[config.mk]
export PLATFORM = sky130hd
export DESIGN_NAME = rdr_seq
export DESIGN_NICKNAME = d
export VERILOG_FILES = /design/src/rtl/rdr_pkg.sv /design/src/rtl/rdr_delay.sv /design/src/rtl/rdr_sync.sv /design/src/rtl/rdr_init_rom.sv /design/src/rtl/rdr_seq.sv
export SDC_FILE = /design/constraint.sdc
export NUM_CORES = 1
export LEC_CHECK = 0
export BUFFER_PORTS_ARGS = -buffer_cell sky130_fd_sc_hd__clkbuf_2
export CORE_MARGIN = 2
export CORE_UTILIZATION = 57
export DETAILED_ROUTE_END_ITERATION = 6
export GPL_ROUTABILITY_DRIVEN = 0
export PLACE_DENSITY = 0.88
export SYNTH_ARGS = -nofsm -noshare
export SYNTH_HDL_FRONTEND = slang
export SYNTH_SLANG_ARGS = --single-unit
[constraint.sdc]
create_clock -name clk -period 2.8 [get_ports clk]
set_clock_uncertainty 0.1 [all_clocks]
set_input_delay 0.7 -clock clk [delete_from_list [all_inputs] [get_ports clk]]
set_output_delay 0.7 -clock clk [all_outputs]
set_load 0.005 [all_outputs]
[src/rtl/rdr_pkg.sv]
package rdr_pkg;
  typedef enum logic [2:0] {PH_PWR, PH_IDLE, PH_OPEN, PH_SEND, PH_WAIT, PH_CLOSE} phase_t;
  typedef enum logic [2:0] {W_CFG, W_INV, W_STAT, W_FSTAT, W_DRAIN, W_RST, W_RSSI} win_t;

  localparam logic [4:0] A_IRQ_ST = 5'h0C;
  localparam logic [4:0] A_FCOUNT = 5'h1C;
  localparam logic [4:0] A_FIFO   = 5'h1F;
  localparam logic [4:0] A_SIGSTR = 5'h0F;
  localparam logic [4:0] D_FRESET = 5'h0F;

  function automatic logic [7:0] cmd_byte(input logic direct, input logic rd,
                                          input logic burst, input logic [4:0] addr);
    return {direct, rd, burst, addr};
  endfunction
endpackage

[src/rtl/rdr_delay.sv]
module rdr_delay #(
  parameter int CYCLES = 100
) (
  input  logic clk,
  input  logic rst,
  output logic done
);
  localparam int W = $clog2(CYCLES + 1);
  logic [W-1:0] cnt;

  always_ff @(posedge clk) begin
    if (rst) begin
      cnt  <= '0;
      done <= 1'b0;
    end else begin
      if (cnt != W'(CYCLES)) cnt <= cnt + 1'b1;
      done <= (cnt == W'(CYCLES));
    end
  end
endmodule

[src/rtl/rdr_sync.sv]
module rdr_sync #(
  parameter int STAGES = 2
) (
  input  logic clk,
  input  logic rst,
  input  logic d,
  output logic q
);
  logic [STAGES-1:0] sr;

  generate
    if (STAGES == 1) begin : g_one
      always_ff @(posedge clk) sr <= rst ? 1'b0 : d;
    end else begin : g_many
      always_ff @(posedge clk) sr <= rst ? '0 : {sr[STAGES-2:0], d};
    end
  endgenerate

  assign q = sr[STAGES-1];
endmodule

[src/rtl/rdr_init_rom.sv]
module rdr_init_rom (
  input  logic [3:0] sel,
  output logic [7:0] val
);
  always_comb begin
    case (sel)
      4'd0:    val = 8'h00;
      4'd1:    val = 8'h30;
      4'd2:    val = 8'h8F;
      4'd3:    val = 8'h91;
      4'd4:    val = 8'h3D;
      4'd5:    val = 8'h00;
      4'd6:    val = 8'h30;
      4'd7:    val = 8'h26;
      4'd8:    val = 8'h01;
      default: val = 8'h00;
    endcase
  end
endmodule

[src/rtl/rdr_seq.sv]
module rdr_seq
  import rdr_pkg::*;
#(
  parameter int CLK_HZ   = 50_000_000,
  parameter int PWRUP_US = 30_000,
  parameter int SYNC_FF  = 2,
  parameter int CNT_W    = 4
) (
  input  logic       clk,
  input  logic       rst,
  input  logic       irq_in,
  input  logic       xfer_busy,
  input  logic       xfer_done,
  input  logic [7:0] xfer_rx,
  output logic       xfer_start,
  output logic [7:0] xfer_tx,
  output logic       sel_assert,
  output logic       sel_release,
  output logic       rx_valid,
  output logic [7:0] rx_data,
  output logic       rx_last,
  output logic [7:0] irq_status,
  output logic [7:0] rssi,
  output logic       err_flag
);
  localparam int DELAY_CYC = (CLK_HZ / 1_000_000) * PWRUP_US;
  localparam int IDX_W     = CNT_W + 1;

  phase_t           ph;
  win_t             win;
  logic [IDX_W-1:0] idx, len;
  logic [CNT_W-1:0] fcount;
  logic [7:0]       tx_byte, rom_val;
  logic [3:0]       rom_sel;
  logic             dly_done, irq_s, is_last, st_err, st_txonly;

  rdr_delay #(.CYCLES(DELAY_CYC)) u_dly (.clk(clk), .rst(rst), .done(dly_done));
  rdr_sync  #(.STAGES(SYNC_FF))   u_sync (.clk(clk), .rst(rst), .d(irq_in), .q(irq_s));
  rdr_init_rom u_rom (.sel(rom_sel), .val(rom_val));

  assign rom_sel   = (win == W_INV) ? idx[3:0] + 4'd2 : idx[3:0];
  assign is_last   = (idx == len - 1'b1);
  assign st_err    = |irq_status[4:1];
  assign st_txonly = (irq_status == 8'h80);

  always_comb begin
    len     = IDX_W'(2);
    tx_byte = 8'h00;
    case (win)
      W_CFG:   tx_byte = rom_val;
      W_INV:   begin len = IDX_W'(8); tx_byte = rom_val; end
      W_STAT:  if (idx == '0) tx_byte = cmd_byte(1'b0, 1'b1, 1'b1, A_IRQ_ST);
      W_FSTAT: if (idx == '0) tx_byte = cmd_byte(1'b0, 1'b1, 1'b0, A_FCOUNT);
      W_DRAIN: begin
        len = IDX_W'(fcount) + IDX_W'(2);
        if (idx == '0) tx_byte = cmd_byte(1'b0, 1'b1, 1'b1, A_FIFO);
      end
      W_RST:   begin len = IDX_W'(1); tx_byte = cmd_byte(1'b1, 1'b0, 1'b0, D_FRESET); end
      W_RSSI:  if (idx == '0) tx_byte = cmd_byte(1'b0, 1'b1, 1'b0, A_SIGSTR);
      default: tx_byte = 8'h00;
    endcase
  end

  always_ff @(posedge clk) begin
    if (rst) begin
      ph <= PH_PWR;  win <= W_CFG;  idx <= '0;  fcount <= '0;
      xfer_start <= 1'b0;  xfer_tx <= 8'h00;
      sel_assert <= 1'b0;  sel_release <= 1'b0;
      rx_valid <= 1'b0;  rx_data <= 8'h00;  rx_last <= 1'b0;
      irq_status <= 8'h00;  rssi <= 8'h00;  err_flag <= 1'b0;
    end else begin
      xfer_start  <= 1'b0;
      sel_assert  <= 1'b0;
      sel_release <= 1'b0;
      rx_valid    <= 1'b0;
      rx_last     <= 1'b0;
      case (ph)
        PH_PWR:  if (dly_done) begin win <= W_CFG; ph <= PH_OPEN; end
        PH_IDLE: if (irq_s) begin win <= W_STAT; ph <= PH_OPEN; end
        PH_OPEN: begin sel_assert <= 1'b1; idx <= '0; ph <= PH_SEND; end
        PH_SEND: if (!xfer_busy) begin
          xfer_start <= 1'b1;
          xfer_tx    <= tx_byte;
          ph         <= PH_WAIT;
        end
        PH_WAIT: if (xfer_done) begin
          if (idx != '0) begin
            case (win)
              W_STAT:  irq_status <= xfer_rx;
              W_FSTAT: fcount <= xfer_rx[CNT_W-1:0];
              W_DRAIN: begin rx_valid <= 1'b1; rx_data <= xfer_rx; rx_last <= is_last; end
              W_RSSI:  rssi <= xfer_rx;
              default: ;
            endcase
          end
          idx <= idx + 1'b1;
          ph  <= is_last ? PH_CLOSE : PH_SEND;
        end
        PH_CLOSE: begin
          sel_release <= 1'b1;
          ph          <= PH_OPEN;
          case (win)
            W_CFG:   win <= W_INV;
            W_INV:   ph  <= PH_IDLE;
            W_STAT: begin
              err_flag <= st_err;
              win      <= (st_err || st_txonly) ? W_RST : W_FSTAT;
            end
            W_FSTAT: win <= W_DRAIN;
            W_DRAIN: win <= W_RST;
            W_RST:   win <= W_RSSI;
            default: ph  <= PH_IDLE;
          endcase
        end
        default: ph <= PH_IDLE;
      endcase
    end
  end
endmodule

==> tab_implementation.tex, run 1 <==
\begin{tabular}{lr}
\hline
Metric & Value \\
\hline
\multicolumn{2}{l}{\textbf{Status}} \\
Run status & finished clean \\
\multicolumn{2}{l}{\textbf{Cells and area}} \\
Most common cell after layout, fill and taps aside & sky130\_fd\_sc\_hd\_\_dfxtp\_1 \\
Footprint of the multi-input gates & 2130 µm² \\
Highest-count cells in the layout ignoring fill and taps & sky130\_fd\_sc\_hd\_\_dfxtp\_1, sky130\_fd\_sc\_hd\_\_nor2\_1, sky130\_fd\_sc\_hd\_\_clkbuf\_2 \\
Ratio of cells with drive above 1 in the final layout & 16.3\% \\
Post-Route Utilization & 66.7\% \\
Layout filler cell count & 501 \\
Number of nets in the layout & 522 \\
Area added between synthesis and finish & 11.9\% \\
Number of antenna diodes & 0 \\
Total area of sequential cells & 1540 µm² \\
Post-route design area & 4280 µm² \\
\multicolumn{2}{l}{\textbf{Setup path}} \\
R2r endpoint & rssi[7] \\
Depth of the most critical reg-to-reg path & 7 \\
Maximum net fanout on the critical path & 8 \\
Data required time at the worst endpoint & 2910 ps \\
Origin of the worst setup path & idx[1] \\
Critical Path Sink Type & register \\
Arrival time reported for the critical path endpoint & 2620 ps \\
Critical R2R Launch & idx[1] \\
Startpoint type of the worst setup path & register \\
Type of the worst setup path & register to register \\
Setup slack on the worst flop-to-flop path & 280 ps \\
\multicolumn{2}{l}{\textbf{STA}} \\
Number of failing setup endpoints in the final timing report & 0 \\
Worst relative slew slack & 47.1\% \\
Fin. max-slew vios & 0 \\
Minimum hold slack & 351 ps \\
Transition at the pin with the smallest max-transition slack & 793 ps \\
Unrepaired setup endpoints after global routing & false \\
Final period util & 89.9\% \\
Final worst path period need & 2520 ps \\
Fmax & 0.397 GHz \\
Fin. Hold Viols & 0 \\
Setup Total Neg Slack & 0 ps \\
\multicolumn{2}{l}{\textbf{Drt}} \\
Number of nets with antenna violations after routing & 0 \\
Post-route DRC & 0 \\
Iteration count of the initial detailed-routing pass & 5 \\
Routed WL & 8930 µm \\
Detailed router's first-iteration violation count & 240 \\
Detail-routed via count per cell & 5.94 \\
Routed wirelength normalized by instance count & 15.4 µm \\
Via count & 3447 \\
\multicolumn{2}{l}{\textbf{Global route}} \\
Pin count of the biggest net entering global routing & 40 \\
Wire length of the first global-routing pass & 14700 µm \\
Tot GR Track Use & 24.9\% \\
Sum of overflow across all layers after global routing & 0 \\
Number of antenna violations at the first check in global routing & 0 \\
Via count of the first global-routing pass & 3218 \\
\multicolumn{2}{l}{\textbf{Logic synthesis}} \\
Number of cells produced by synthesis & 454 \\
Async SR Flop Fraction & 0\% \\
Nets in the synthesized netlist & 478 \\
Count of yosys warnings during synthesis & 0 \\
Synth cell types & 55 \\
Number of synthesized register bits & 77 \\
Portion of the post-synthesis area used by sequential elements & 40.3\% \\
Mean post-synth cell area & 8.43 µm² \\
Synthesized area & 3830 µm² \\
Dominant register cell in the synthesized netlist & sky130\_fd\_sc\_hd\_\_dfxtp\_1 \\
Count of flip-flops with a built-in enable after synthesis & 0 \\
\multicolumn{2}{l}{\textbf{Floorplanning}} \\
Total die area & 7390 µm² \\
Placeable core region & 6420 µm² \\
Die Y & 86.0 µm \\
Initial core utilization & 59.6\% \\
Row Count & 29 \\
Top-level I/O count & 51 \\
Chip Width & 86.0 µm \\
\multicolumn{2}{l}{\textbf{Power and ir drop}} \\
Switching power summed over all nets & 616 µW \\
Share of total power in sequential cells & 53.7\% \\
Maximum VDD drop & 0.370 mV \\
Portion of total power attributed to combinational logic & 10.3\% \\
Fraction of power spent switching nets & 28.3\% \\
Clock network fraction of design power & 36.0\% \\
Internal power component & 1.56 mW \\
Power Dens Cells & 509 nW/µm² \\
Cell leakage power & 1.67 nW \\
\multicolumn{2}{l}{\textbf{CTS}} \\
CTS Root Cell & sky130\_fd\_sc\_hd\_\_clkbuf\_8 \\
Clock-pin transition on the worst setup and hold timing paths & 80 ps \\
Worst-Skew Late Latency & 360 ps \\
Clock buffer depth & 2 \\
TritonCTS clock tree & built \\
Total number of H-tree levels & 3 \\
Buffers inserted during post-CTS setup optimization & 0 \\
Hold\_buf cts & 0 \\
Cts bufs inserted & 9 \\
Cells resized by post-CTS repair & 0 \\
Clock Sinks & 77 \\
\multicolumn{2}{l}{\textbf{Min path}} \\
Hold Crit Endpoint & u\_sync.sr[1] \\
Start point of the worst min-delay path & u\_sync.sr[0] \\
Hold crit path type & register to register \\
Min-Delay Path Depth & 1 \\
\multicolumn{2}{l}{\textbf{Placement}} \\
HPWL after detailed placement & 6300 µm \\
Total of buffers placed on input and output ports & 50 \\
Post-detailed-placement cell area & 4110 µm² \\
\multicolumn{2}{l}{\textbf{Flow run}} \\
Max-cap violations & 0 \\
\hline
\end{tabular}
[stage by stage]
stage               setup slack (ps)  instances  power [mW]
floorplan                        769        454        1.34
global placement                 508        564        1.40
detailed placement               358        564        1.41
CTS                              303        580        2.19
global route                     126        580        2.27
finish                           284        580        2.18
[sequential cells by signal, indices dropped and copies added (netlist names), 2 cells and up]
name	cells
fcount	4
idx	5
irq_status	8
ph	3
rssi	8
rx_data	8
u_dly.cnt	21
u_sync.sr	2
win	3
xfer_tx	8
[routing by layer]
layer,routed length (µm),share of wire [%],track usage [%]
met1,4050,45,32.8
met2,4060,46,38.1
met3,579,6.5,6.45
met4,238,2.7,11.5
met5,0,0,0
[critical path, stage by stage (launching register included)]
cell and delay (ps):
sky130_fd_sc_hd__dfxtp_1 470, sky130_fd_sc_hd__inv_1 160, sky130_fd_sc_hd__ha_1 230, sky130_fd_sc_hd__nor4b_2 180, sky130_fd_sc_hd__nor3b_1 380, sky130_fd_sc_hd__and3_1 530
sky130_fd_sc_hd__mux2i_1 250, sky130_fd_sc_hd__nor2_1 60
[cells in the mapped netlist (3+ instances only)]
| cell | n | area (µm²) |
|---|---|---|
| sky130_fd_sc_hd__a211oi_1 | 8 | 60.1 |
| sky130_fd_sc_hd__a21o_1 | 4 | 30.0 |
| sky130_fd_sc_hd__a21oi_1 | 26 | 130 |
| sky130_fd_sc_hd__a311oi_1 | 4 | 35.0 |
| sky130_fd_sc_hd__a31oi_1 | 5 | 31.3 |
| sky130_fd_sc_hd__and3_1 | 5 | 31.3 |
| sky130_fd_sc_hd__buf_2 | 8 | 40.0 |
| sky130_fd_sc_hd__clkbuf_1 | 12 | 45.0 |
| sky130_fd_sc_hd__dfxtp_1 | 77 | 1540 |
| sky130_fd_sc_hd__ha_1 | 11 | 138 |
| sky130_fd_sc_hd__inv_1 | 10 | 37.5 |
| sky130_fd_sc_hd__mux2i_1 | 27 | 270 |
| sky130_fd_sc_hd__nand2_1 | 36 | 135 |
| sky130_fd_sc_hd__nand2b_1 | 10 | 62.6 |
| sky130_fd_sc_hd__nand3_1 | 26 | 130 |
| sky130_fd_sc_hd__nand4_1 | 9 | 56.3 |
| sky130_fd_sc_hd__nor2_1 | 75 | 282 |
| sky130_fd_sc_hd__nor2b_1 | 6 | 37.5 |
| sky130_fd_sc_hd__nor3_1 | 12 | 60.1 |
| sky130_fd_sc_hd__nor4_1 | 3 | 18.8 |
| sky130_fd_sc_hd__o21ai_0 | 9 | 45.0 |
| sky130_fd_sc_hd__o21ai_1 | 3 | 15.0 |
| sky130_fd_sc_hd__or2_2 | 3 | 18.8 |
| sky130_fd_sc_hd__or3_1 | 4 | 25.0 |
| sky130_fd_sc_hd__xnor2_1 | 7 | 61.3 |
| sky130_fd_sc_hd__xor2_1 | 20 | 175 |
[power by group through the flow]
stage	Clock, mW	Sequential [mW]	Combinational [mW]
after global placement	0	1.19	0.207
after global routing	0.841	1.18	0.249
after floorplan	0	1.17	0.176
final	0.786	1.17	0.224
after CTS	0.796	1.17	0.221
after detailed placement	0	1.19	0.219
[layout make-up]
| cell class | instances | share of cell area (%) |
|---|---|---|
| tap | 77 | 2.25 |
| clock inverter | 4 | 0.730 |
| clock buffer | 12 | 3.39 |
| sequential | 77 | 36.0 |
| inverter | 10 | 0.876 |
| multi-input combinational | 343 | 49.7 |
| timing repair buffer | 57 | 7.07 |
[logic make-up (layout without fill, tap and decap cells)]
kind of cell / Yosys count / count (layout) / synth area share (%)
mux: 28 / 28 / 7.45
buf+inv: 34 / 83 / 4.12
simple gates: 208 / 208 / 27.0
flops: 77 / 77 / 40.3
compound gates: 69 / 69 / 11.4
xor+xnor: 27 / 27 / 6.18
fa+ha+maj: 11 / 11 / 3.59
[how the worst max path moves through the flow]
stage / to / slack [ps] / cells after the start
after CTS: rssi[7] / 300 / 7
after floorplan: rssi[0] / 770 / 8
final: rssi[7] / 280 / 7
after global routing: rssi[5] / 130 / 7
after detailed placement: rssi[7] / 360 / 7
after global placement: rssi[4] / 510 / 7
Note: power is estimated with default switching activity, not from simulation.
==> run 2, diff against run 1 <==
==> constraint.sdc (replaced) <==
create_clock -name clk -period 2.8 [get_ports clk]
set_clock_uncertainty 0.1 [all_clocks]
set_input_delay 0.56 -clock clk [delete_from_list [all_inputs] [get_ports clk]]
set_output_delay 0.56 -clock clk [all_outputs]
set_load 0.005 [all_outputs]
==> run 2 against run 1 <==
Compared with the run above:
- total power is 2.6% higher
- final cell count shrank 0.17%
- via count fell by 0.90%
- critical path depth stayed put
- clock-buffer cell count shrank 1
- hold slack worse by 28 ps
- die area did not move
- sequential power is essentially flat
- highest routed layer unchanged
- global-route usage fell by 0.36 points
- fmax is 6.5% higher
- register-to-register slack better by 150 ps
- sequential share of layout area fell by 0.14 points
==> tab_implementation.tex, run 2 (synthesis results as in run 1) <==
\begin{tabular}{lr}
\hline
Metric & Value \\
\hline
\multicolumn{2}{l}{\textbf{Status}} \\
Run status & finished clean \\
\multicolumn{2}{l}{\textbf{Setup path}} \\
Data required time at the worst endpoint & 2930 ps (+20 ps) \\
Critical Path Sink Type & register \\
Chain of cells forming the critical path & inv\_1 > ha\_1 > nor4b\_2 > nor3b\_1 > and3\_1 > mux2i\_1 > nor2\_1 \\
Startpoint type of the worst setup path & register \\
Type of the worst setup path & register to register \\
Longest individual stage delay on the worst path & 520 ps (about the same) \\
Number of buffer and inverter instances along the worst setup path & 1 (unchanged) \\
Arrival time reported for the critical path endpoint & 2500 ps (-120 ps) \\
Maximum net fanout on the critical path & 8 (unchanged) \\
Library cell contributing the largest single delay on the critical path & sky130\_fd\_sc\_hd\_\_and3\_1 \\
Top delay family on crit path & simple AND/OR/NAND/NOR gates \\
\multicolumn{2}{l}{\textbf{CTS}} \\
Buffers inserted during post-CTS setup optimization & 0 (unchanged) \\
Hold\_buf cts & 0 (unchanged) \\
Cts bufs inserted & 9 (unchanged) \\
Clock buffer depth & 2 (unchanged) \\
Worst-Skew Late Latency & 350 ps (about the same) \\
Total number of H-tree levels & 3 (unchanged) \\
CTS Root Cell & sky130\_fd\_sc\_hd\_\_clkbuf\_8 \\
Cells resized by post-CTS repair & 0 (unchanged) \\
TritonCTS clock tree & built \\
Clock Sinks & 77 (unchanged) \\
Clock-pin transition on the worst setup and hold timing paths & 80 ps (about the same) \\
\multicolumn{2}{l}{\textbf{STA}} \\
Fin. max-slew vios & 0 (unchanged) \\
Worst relative slew slack & 59.3\% (+12 points) \\
Unrepaired setup endpoints after global routing & false \\
Number of failing setup endpoints in the final timing report & 0 (unchanged) \\
Transition at the pin with the smallest max-transition slack & 608 ps (-185 ps) \\
Final worst path period need & 2360 ps (-153 ps) \\
Fin. Hold Viols & 0 (unchanged) \\
Setup Total Neg Slack & 0 ps (unchanged) \\
Fmax & 0.423 GHz (+6.5\%) \\
Final period util & 84.4\% (-5.5 points) \\
\multicolumn{2}{l}{\textbf{Floorplanning}} \\
Total die area & 7390 µm² (unchanged) \\
Row Count & 29 (unchanged) \\
Initial core utilization & 59.6\% (unchanged) \\
Die Y & 86.0 µm (unchanged) \\
Chip Width & 86.0 µm (unchanged) \\
Placeable core region & 6420 µm² (unchanged) \\
Top-level I/O count & 51 (unchanged) \\
\multicolumn{2}{l}{\textbf{Power and ir drop}} \\
Share of total power in sequential cells & 52.3\% (-1.4 points) \\
Fraction of power spent switching nets & 26.3\% (-1.9 points) \\
Clock network fraction of design power & 38.0\% (+2.0 points) \\
Portion of total power attributed to combinational logic & 9.7\% (-0.6 points) \\
Power Dens Cells & 520 nW/µm² (+2.2\%) \\
Cell leakage power & 1.67 nW (about the same) \\
Maximum VDD drop & 0.365 mV (-1.5\%) \\
Internal power component & 1.65 mW (+5.3\%) \\
Switching power summed over all nets & 589 µW (-4.4\%) \\
\multicolumn{2}{l}{\textbf{Cells and area}} \\
Highest-count cells in the layout ignoring fill and taps & sky130\_fd\_sc\_hd\_\_dfxtp\_1, sky130\_fd\_sc\_hd\_\_nor2\_1, sky130\_fd\_sc\_hd\_\_clkbuf\_2 \\
Most common cell after layout, fill and taps aside & sky130\_fd\_sc\_hd\_\_dfxtp\_1 \\
Number of nets in the layout & 521 (-0.19\%) \\
Register containing the most flip-flops in the final layout & u\_dly.cnt \\
Number of antenna diodes & 0 (unchanged) \\
Post-route design area & 4300 µm² (+0.38\%) \\
Area added between synthesis and finish & 12.3\% \\
Layout filler cell count & 509 (+1.6\%) \\
Ratio of cells with drive above 1 in the final layout & 16.3\% (+0.032 points) \\
Post-Route Utilization & 67.0\% (+0.25 points) \\
Flip-flop count of the largest register, all copies and words added & 21 (unchanged) \\
\multicolumn{2}{l}{\textbf{Drt}} \\
Detailed router's first-iteration violation count & 204 (-15\%) \\
Number of nets with antenna violations after routing & 0 (unchanged) \\
Via count & 3416 (-0.90\%) \\
Iteration count of the initial detailed-routing pass & 5 (unchanged) \\
Routed WL & 8660 µm (-3.0\%) \\
Post-route DRC & 0 (unchanged) \\
Uppermost layer routed & met4 \\
Routed metal-1 wire length & 3820 µm (-5.7\%) \\
Detail-routed via count per cell & 5.90 (-0.73\%) \\
Met3 wire length & 563 µm (-2.8\%) \\
Routed wirelength normalized by instance count & 15.0 µm (-2.8\%) \\
Met2 routed WL & 4100 µm (+0.94\%) \\
\multicolumn{2}{l}{\textbf{Global route}} \\
Number of antenna violations at the first check in global routing & 0 (unchanged) \\
Tot GR Track Use & 24.5\% (-0.36 points) \\
Pin count of the biggest net entering global routing & 33 (-18\%) \\
Sum of overflow across all layers after global routing & 0 (unchanged) \\
Wire length of the first global-routing pass & 14600 µm (-0.85\%) \\
Via count of the first global-routing pass & 3157 (-1.9\%) \\
\multicolumn{2}{l}{\textbf{Placement}} \\
HPWL after detailed placement & 6250 µm (-0.76\%) \\
Post-detailed-placement cell area & 4100 µm² (-0.18\%) \\
Total of buffers placed on input and output ports & 50 (unchanged) \\
\multicolumn{2}{l}{\textbf{Min path}} \\
Hold crit path type & input pin to register \\
\multicolumn{2}{l}{\textbf{Flow run}} \\
Max-cap violations & 0 (unchanged) \\
\hline
\end{tabular}
==> run 2: cell count changes in the layout (fill, tap and decap cells not counted), sizes merged <==
cell / previous run / this run
inv: 12 / 11
clkbuf: 62 / 61
buf: 7 / 6
bufinv: 0 / 1
clkinv: 2 / 1
clkinvlp: 0 / 2
==> run 2: final timing paths <==
kind                              startpoint           end  slack (ps)  cells after the start
worst max-delay path                  idx[1]       rssi[7]         440                      7
worst min-delay path                  irq_in  u_sync.sr[0]         320                      2
worst max register to register        idx[1]       rssi[7]         440                      7
worst min register to register  u_sync.sr[0]  u_sync.sr[1]         340                      1
==> run 2: per-stage QoR <==
stage	total power [mW]	instances	worst slack [ps]	hold WS, ps
after global routing	2.33	579	234	335
final	2.24	579	437	323
after detailed placement	1.41	563	455	328
after floorplan	1.34	454	769	314
after CTS	2.24	579	438	319
after global placement	1.40	563	561	330
==> run 2: routing by layer <==
metal / vias up / track usage, %
met5: - / 0
met4: 0 / 9.09
met3: 17 / 6.26
met2: 131 / 38.8
met1: 1595 / 32.3
li1: 1673 / -
==> run 2: power groups by stage <==
stage | clock [mW] | sequential, mW | combinational [mW]
after floorplan | 0 | 1.17 | 0.176
after global placement | 0 | 1.19 | 0.207
after detailed placement | 0 | 1.20 | 0.212
after CTS | 0.858 | 1.17 | 0.214
after global routing | 0.909 | 1.18 | 0.242
final | 0.850 | 1.17 | 0.216
==> run 2: cell type report <==
type / instances / area [µm²] / area share, %
Inverter: 10 / 37.5 / 0.873
Sequential cell: 77 / 1540 / 35.8
Timing Repair Buffer: 56 / 295 / 6.87
Clock inverter: 5 / 58.8 / 1.37
Tap cell: 77 / 96.3 / 2.24
Clock buffer: 11 / 141 / 3.29
Multi-Input combinational cell: 343 / 2130 / 49.5
==> run 3, diff against run 2 <==
Settings changed: ABC_AREA from default to 1.
Clock period 2.8 ns to 2.3 ns, I/O delays scaled along.
==> run 3 against run 2 <==
Compared with the run above:
- global-route usage increased by 1.0 points
- via count increased by 8.2%
- combinational power increased to 3.2 times the previous value
- non-clock buffer count decreased by 2
- die area decreased by 1.6%
- cell area increased by 0.87%
- first-iteration DRC count increased by 18%
- total power increased by 45%
- sequential cell count unchanged
- clock-buffer cell count decreased by 1
- final cell count increased by 16%
- utilization increased by 0.97 points
==> tab_implementation.tex, run 3 <==
\begin{tabular}{lr}
\hline
Metric & Value \\
\hline
\multicolumn{2}{l}{\textbf{Setup path}} \\
Critical R2R Launch & win[2] \\
Depth of the most critical reg-to-reg path & 10 (+3) \\
Type of the worst setup path & register to register \\
Maximum net fanout on the critical path & 7 (-1) \\
Critical Path Sink Type & register \\
Setup slack on the worst flop-to-flop path & 180 ps (-260 ps) \\
Data required time at the worst endpoint & 2430 ps (-500 ps) \\
R2r endpoint & xfer\_tx[4] \\
Library cell contributing the largest single delay on the critical path & sky130\_fd\_sc\_hd\_\_dfxtp\_1 \\
Longest individual stage delay on the worst path & 530 ps (about the same) \\
Arrival time reported for the critical path endpoint & 2260 ps (-240 ps) \\
Startpoint type of the worst setup path & register \\
Chain of cells forming the critical path & inv\_4 > nand3\_4 > xor2\_1 > inv\_1 > ha\_1 > or2\_1 > nor2\_1 > nor3\_1 > o21ai\_1 > a21oi\_1 \\
\multicolumn{2}{l}{\textbf{CTS}} \\
Clock buffer depth & 2 (unchanged) \\
Cts bufs inserted & 9 (unchanged) \\
Clock Sinks & 77 (unchanged) \\
TritonCTS clock tree & built \\
Worst-Skew Late Latency & 350 ps (about the same) \\
Clock-pin transition on the worst setup and hold timing paths & 80 ps (about the same) \\
CTS Root Cell & sky130\_fd\_sc\_hd\_\_clkbuf\_8 \\
Total number of H-tree levels & 3 (unchanged) \\
Buffers inserted during post-CTS setup optimization & 0 (unchanged) \\
Hold\_buf cts & 0 (unchanged) \\
\multicolumn{2}{l}{\textbf{Logic synthesis}} \\
Async SR Flop Fraction & 0\% (unchanged) \\
Count of flip-flops with a built-in enable after synthesis & 0 (unchanged) \\
Top area cells in the synthesized netlist & sky130\_fd\_sc\_hd\_\_dfxtp\_1, sky130\_fd\_sc\_hd\_\_nand2\_1, sky130\_fd\_sc\_hd\_\_a21oi\_1 \\
Leading area contributor after synthesis & sky130\_fd\_sc\_hd\_\_dfxtp\_1 \\
Synthesized area & 3770 µm² (-1.6\%) \\
Mean post-synth cell area & 7.08 µm² (-16\%) \\
Nets in the synthesized netlist & 556 (+16\%) \\
Share of the synthesized area in the top cell type & 40.9\% (+0.67 points) \\
Synth cell types & 38 (-31\%) \\
Leading cell types by count after synthesis & sky130\_fd\_sc\_hd\_\_nand2\_1, sky130\_fd\_sc\_hd\_\_dfxtp\_1, sky130\_fd\_sc\_hd\_\_nor2\_1 \\
Portion of the post-synthesis area used by sequential elements & 40.9\% (+0.67 points) \\
Count of yosys warnings during synthesis & 0 (unchanged) \\
Number of synthesized register bits & 77 (unchanged) \\
Dominant register cell in the synthesized netlist & sky130\_fd\_sc\_hd\_\_dfxtp\_1 \\
Most common cell in the netlist & sky130\_fd\_sc\_hd\_\_nand2\_1 \\
Number of cells produced by synthesis & 532 (+17\%) \\
\multicolumn{2}{l}{\textbf{Floorplanning}} \\
Die Y & 85.3 µm (-0.78\%) \\
Chip Width & 85.3 µm (-0.78\%) \\
Top-level I/O count & 51 (unchanged) \\
Initial core utilization & 59.0\% (-0.64 points) \\
Row Count & 29 (unchanged) \\
Placeable core region & 6390 µm² (-0.57\%) \\
Total die area & 7270 µm² (-1.6\%) \\
\multicolumn{2}{l}{\textbf{Global route}} \\
Sum of overflow across all layers after global routing & 0 (unchanged) \\
Tot GR Track Use & 25.5\% (+1.0 points) \\
Number of antenna violations at the first check in global routing & 0 (unchanged) \\
Via count of the first global-routing pass & 3411 (+8.0\%) \\
Wire length of the first global-routing pass & 15100 µm (+3.7\%) \\
Pin count of the biggest net entering global routing & 46 (+39\%) \\
\multicolumn{2}{l}{\textbf{Drt}} \\
Routed WL & 8770 µm (+1.3\%) \\
Detail-routed via count per cell & 5.53 (-6.3\%) \\
Detailed router's first-iteration violation count & 240 (+18\%) \\
Post-route DRC & 0 (unchanged) \\
Via count & 3697 (+8.2\%) \\
Iteration count of the initial detailed-routing pass & 5 (unchanged) \\
Routed wirelength normalized by instance count & 13.1 µm (-12\%) \\
Number of nets with antenna violations after routing & 0 (unchanged) \\
\multicolumn{2}{l}{\textbf{Placement}} \\
Post-detailed-placement cell area & 4100 µm² (about the same) \\
Post-placement setup slack & 133 ps (-322 ps) \\
Placed Cells & 653 (+16\%) \\
Total of buffers placed on input and output ports & 50 (unchanged) \\
HPWL after detailed placement & 6430 µm (+2.9\%) \\
\multicolumn{2}{l}{\textbf{Cells and area}} \\
Flip-flop count of the largest register, all copies and words added & 21 (unchanged) \\
Area added between synthesis and finish & 15.2\% \\
Ratio of cells with drive above 1 in the final layout & 18.8\% (+2.4 points) \\
Footprint of the multi-input gates & 1920 µm² (-9.9\%) \\
Most common cell after layout, fill and taps aside & sky130\_fd\_sc\_hd\_\_nand2\_1 \\
Number of antenna diodes & 0 (unchanged) \\
Total area of sequential cells & 1540 µm² (about the same) \\
Post-route design area & 4340 µm² (+0.87\%) \\
Number of nets in the layout & 611 (+17\%) \\
Layout filler cell count & 530 (+4.1\%) \\
Final cell count without fillers & 669 (+16\%) \\
Register containing the most flip-flops in the final layout & u\_dly.cnt \\
Highest-count cells in the layout ignoring fill and taps & sky130\_fd\_sc\_hd\_\_nand2\_1, sky130\_fd\_sc\_hd\_\_dfxtp\_1, sky130\_fd\_sc\_hd\_\_nor2\_1 \\
\multicolumn{2}{l}{\textbf{Status}} \\
Run status & finished clean \\
\multicolumn{2}{l}{\textbf{STA}} \\
Final period util & 92.3\% (+7.9 points) \\
Number of failing setup endpoints in the final timing report & 0 (unchanged) \\
Smallest setup slack after layout & 177 ps (-261 ps) \\
Transition at the pin with the smallest max-transition slack & 391 ps (-217 ps) \\
Unrepaired setup endpoints after global routing & false \\
Worst relative slew slack & 74.0\% (+15 points) \\
Setup Total Neg Slack & 0 ps (unchanged) \\
Fmax & 0.471 GHz (+11\%) \\
Fin. max-slew vios & 0 (unchanged) \\
Fin. Hold Viols & 0 (unchanged) \\
Final worst path period need & 2120 ps (-239 ps) \\
\multicolumn{2}{l}{\textbf{Power and ir drop}} \\
Maximum VDD drop & 0.512 mV (+40\%) \\
Total chip power & 3.24 mW (+45\%) \\
Cell leakage power & 1.85 nW (+11\%) \\
Power Dens Cells & 746 nW/µm² (+43\%) \\
\multicolumn{2}{l}{\textbf{Min path}} \\
Start point of the worst min-delay path & irq\_in \\
Hold Crit Endpoint & u\_sync.sr[0] \\
Hold crit path type & input pin to register \\
Min-Delay Path Depth & 3 (+1) \\
\multicolumn{2}{l}{\textbf{Flow run}} \\
Max-cap violations & 0 (unchanged) \\
\hline
\end{tabular}
-- run 3: changes by cell type after synthesis, sizes merged, moves of 10 or more --
cell    previous run  this run
a21oi             26        53
inv               10        71
mux2i             27         0
nand2             37        98
nand2b            10         0
nor3              12        22
o21ai             12        52
xor2              20         2
-- run 3: how the worst max path moves through the flow --
stage	from	to	slack [ps]	cells past startpoint
after floorplan	win[2]	xfer_tx[4]	310	10
after global placement	idx[0]	irq_status[2]	300	9
after global routing	u_dly.cnt[0]	u_dly.cnt[18]	30	12
final	win[2]	xfer_tx[4]	180	10
after CTS	idx[0]	rssi[7]	90	9
after detailed placement	idx[0]	rssi[1]	130	9
-- run 3: cells by family after synthesis --
kind of cell	share of synthesized area [%]
AOI/OAI and AO/OA	16.3
xor gates and xnor gates	1.36
adders and majority gates	3.65
buffers and inverters	8.34
DFF	40.9
and+or+nand+nor	29.4
-- run 3: cell type report --
type | instances | area share (%)
multi-input combinational | 373 | 44.2
sequential | 77 | 35.6
timing repair buffer | 54 | 6.46
inverter | 72 | 6.37
clock buffer | 10 | 3.17
tap | 77 | 2.22
clock inverter | 6 | 1.99
-- run 3: worst max-delay path, delay by kind of cell, from the launching register on --
family / cells / cell delay [ps]
AND/OR/NAND/NOR: 4 / 580
flip-flops: 1 / 530
buffers and inverters: 2 / 200
adder cells (fa/ha/maj): 1 / 200
XOR/XNOR: 1 / 190
AO/OA/AOI/OAI: 2 / 190
-- run 3: stage by stage --
stage               util (%)  hold slack [ps]
finish                  67.9              207
detailed placement      64.2              305
floorplan                  -              288
global route            67.9              192
CTS                     67.7              192
global placement        64.2              297
-- run 3: per-layer routing --
layer	routed length, µm	track usage (%)
met1	3750	32.3
met2	4400	43.4
met3	523	5.25
met4	99	8.51
met5	0	0
-- run 3: report_power, final --
part / switching [mW] / leakage, nW / total (mW) / internal, mW
combinational: 0.471 / 1.11 / 0.696 / 0.225
sequential: 0.0445 / 0.622 / 1.41 / 1.36
clock: 0.495 / 0.112 / 1.13 / 0.638
total: 1.01 / 1.85 / 3.24 / 2.23
-- run 3: what timing repair did --
action,4_1_cts,5_1_grt
hold endpoints to repair,0,0
setup endpoints to repair,0,16
gates resized for setup,0,4
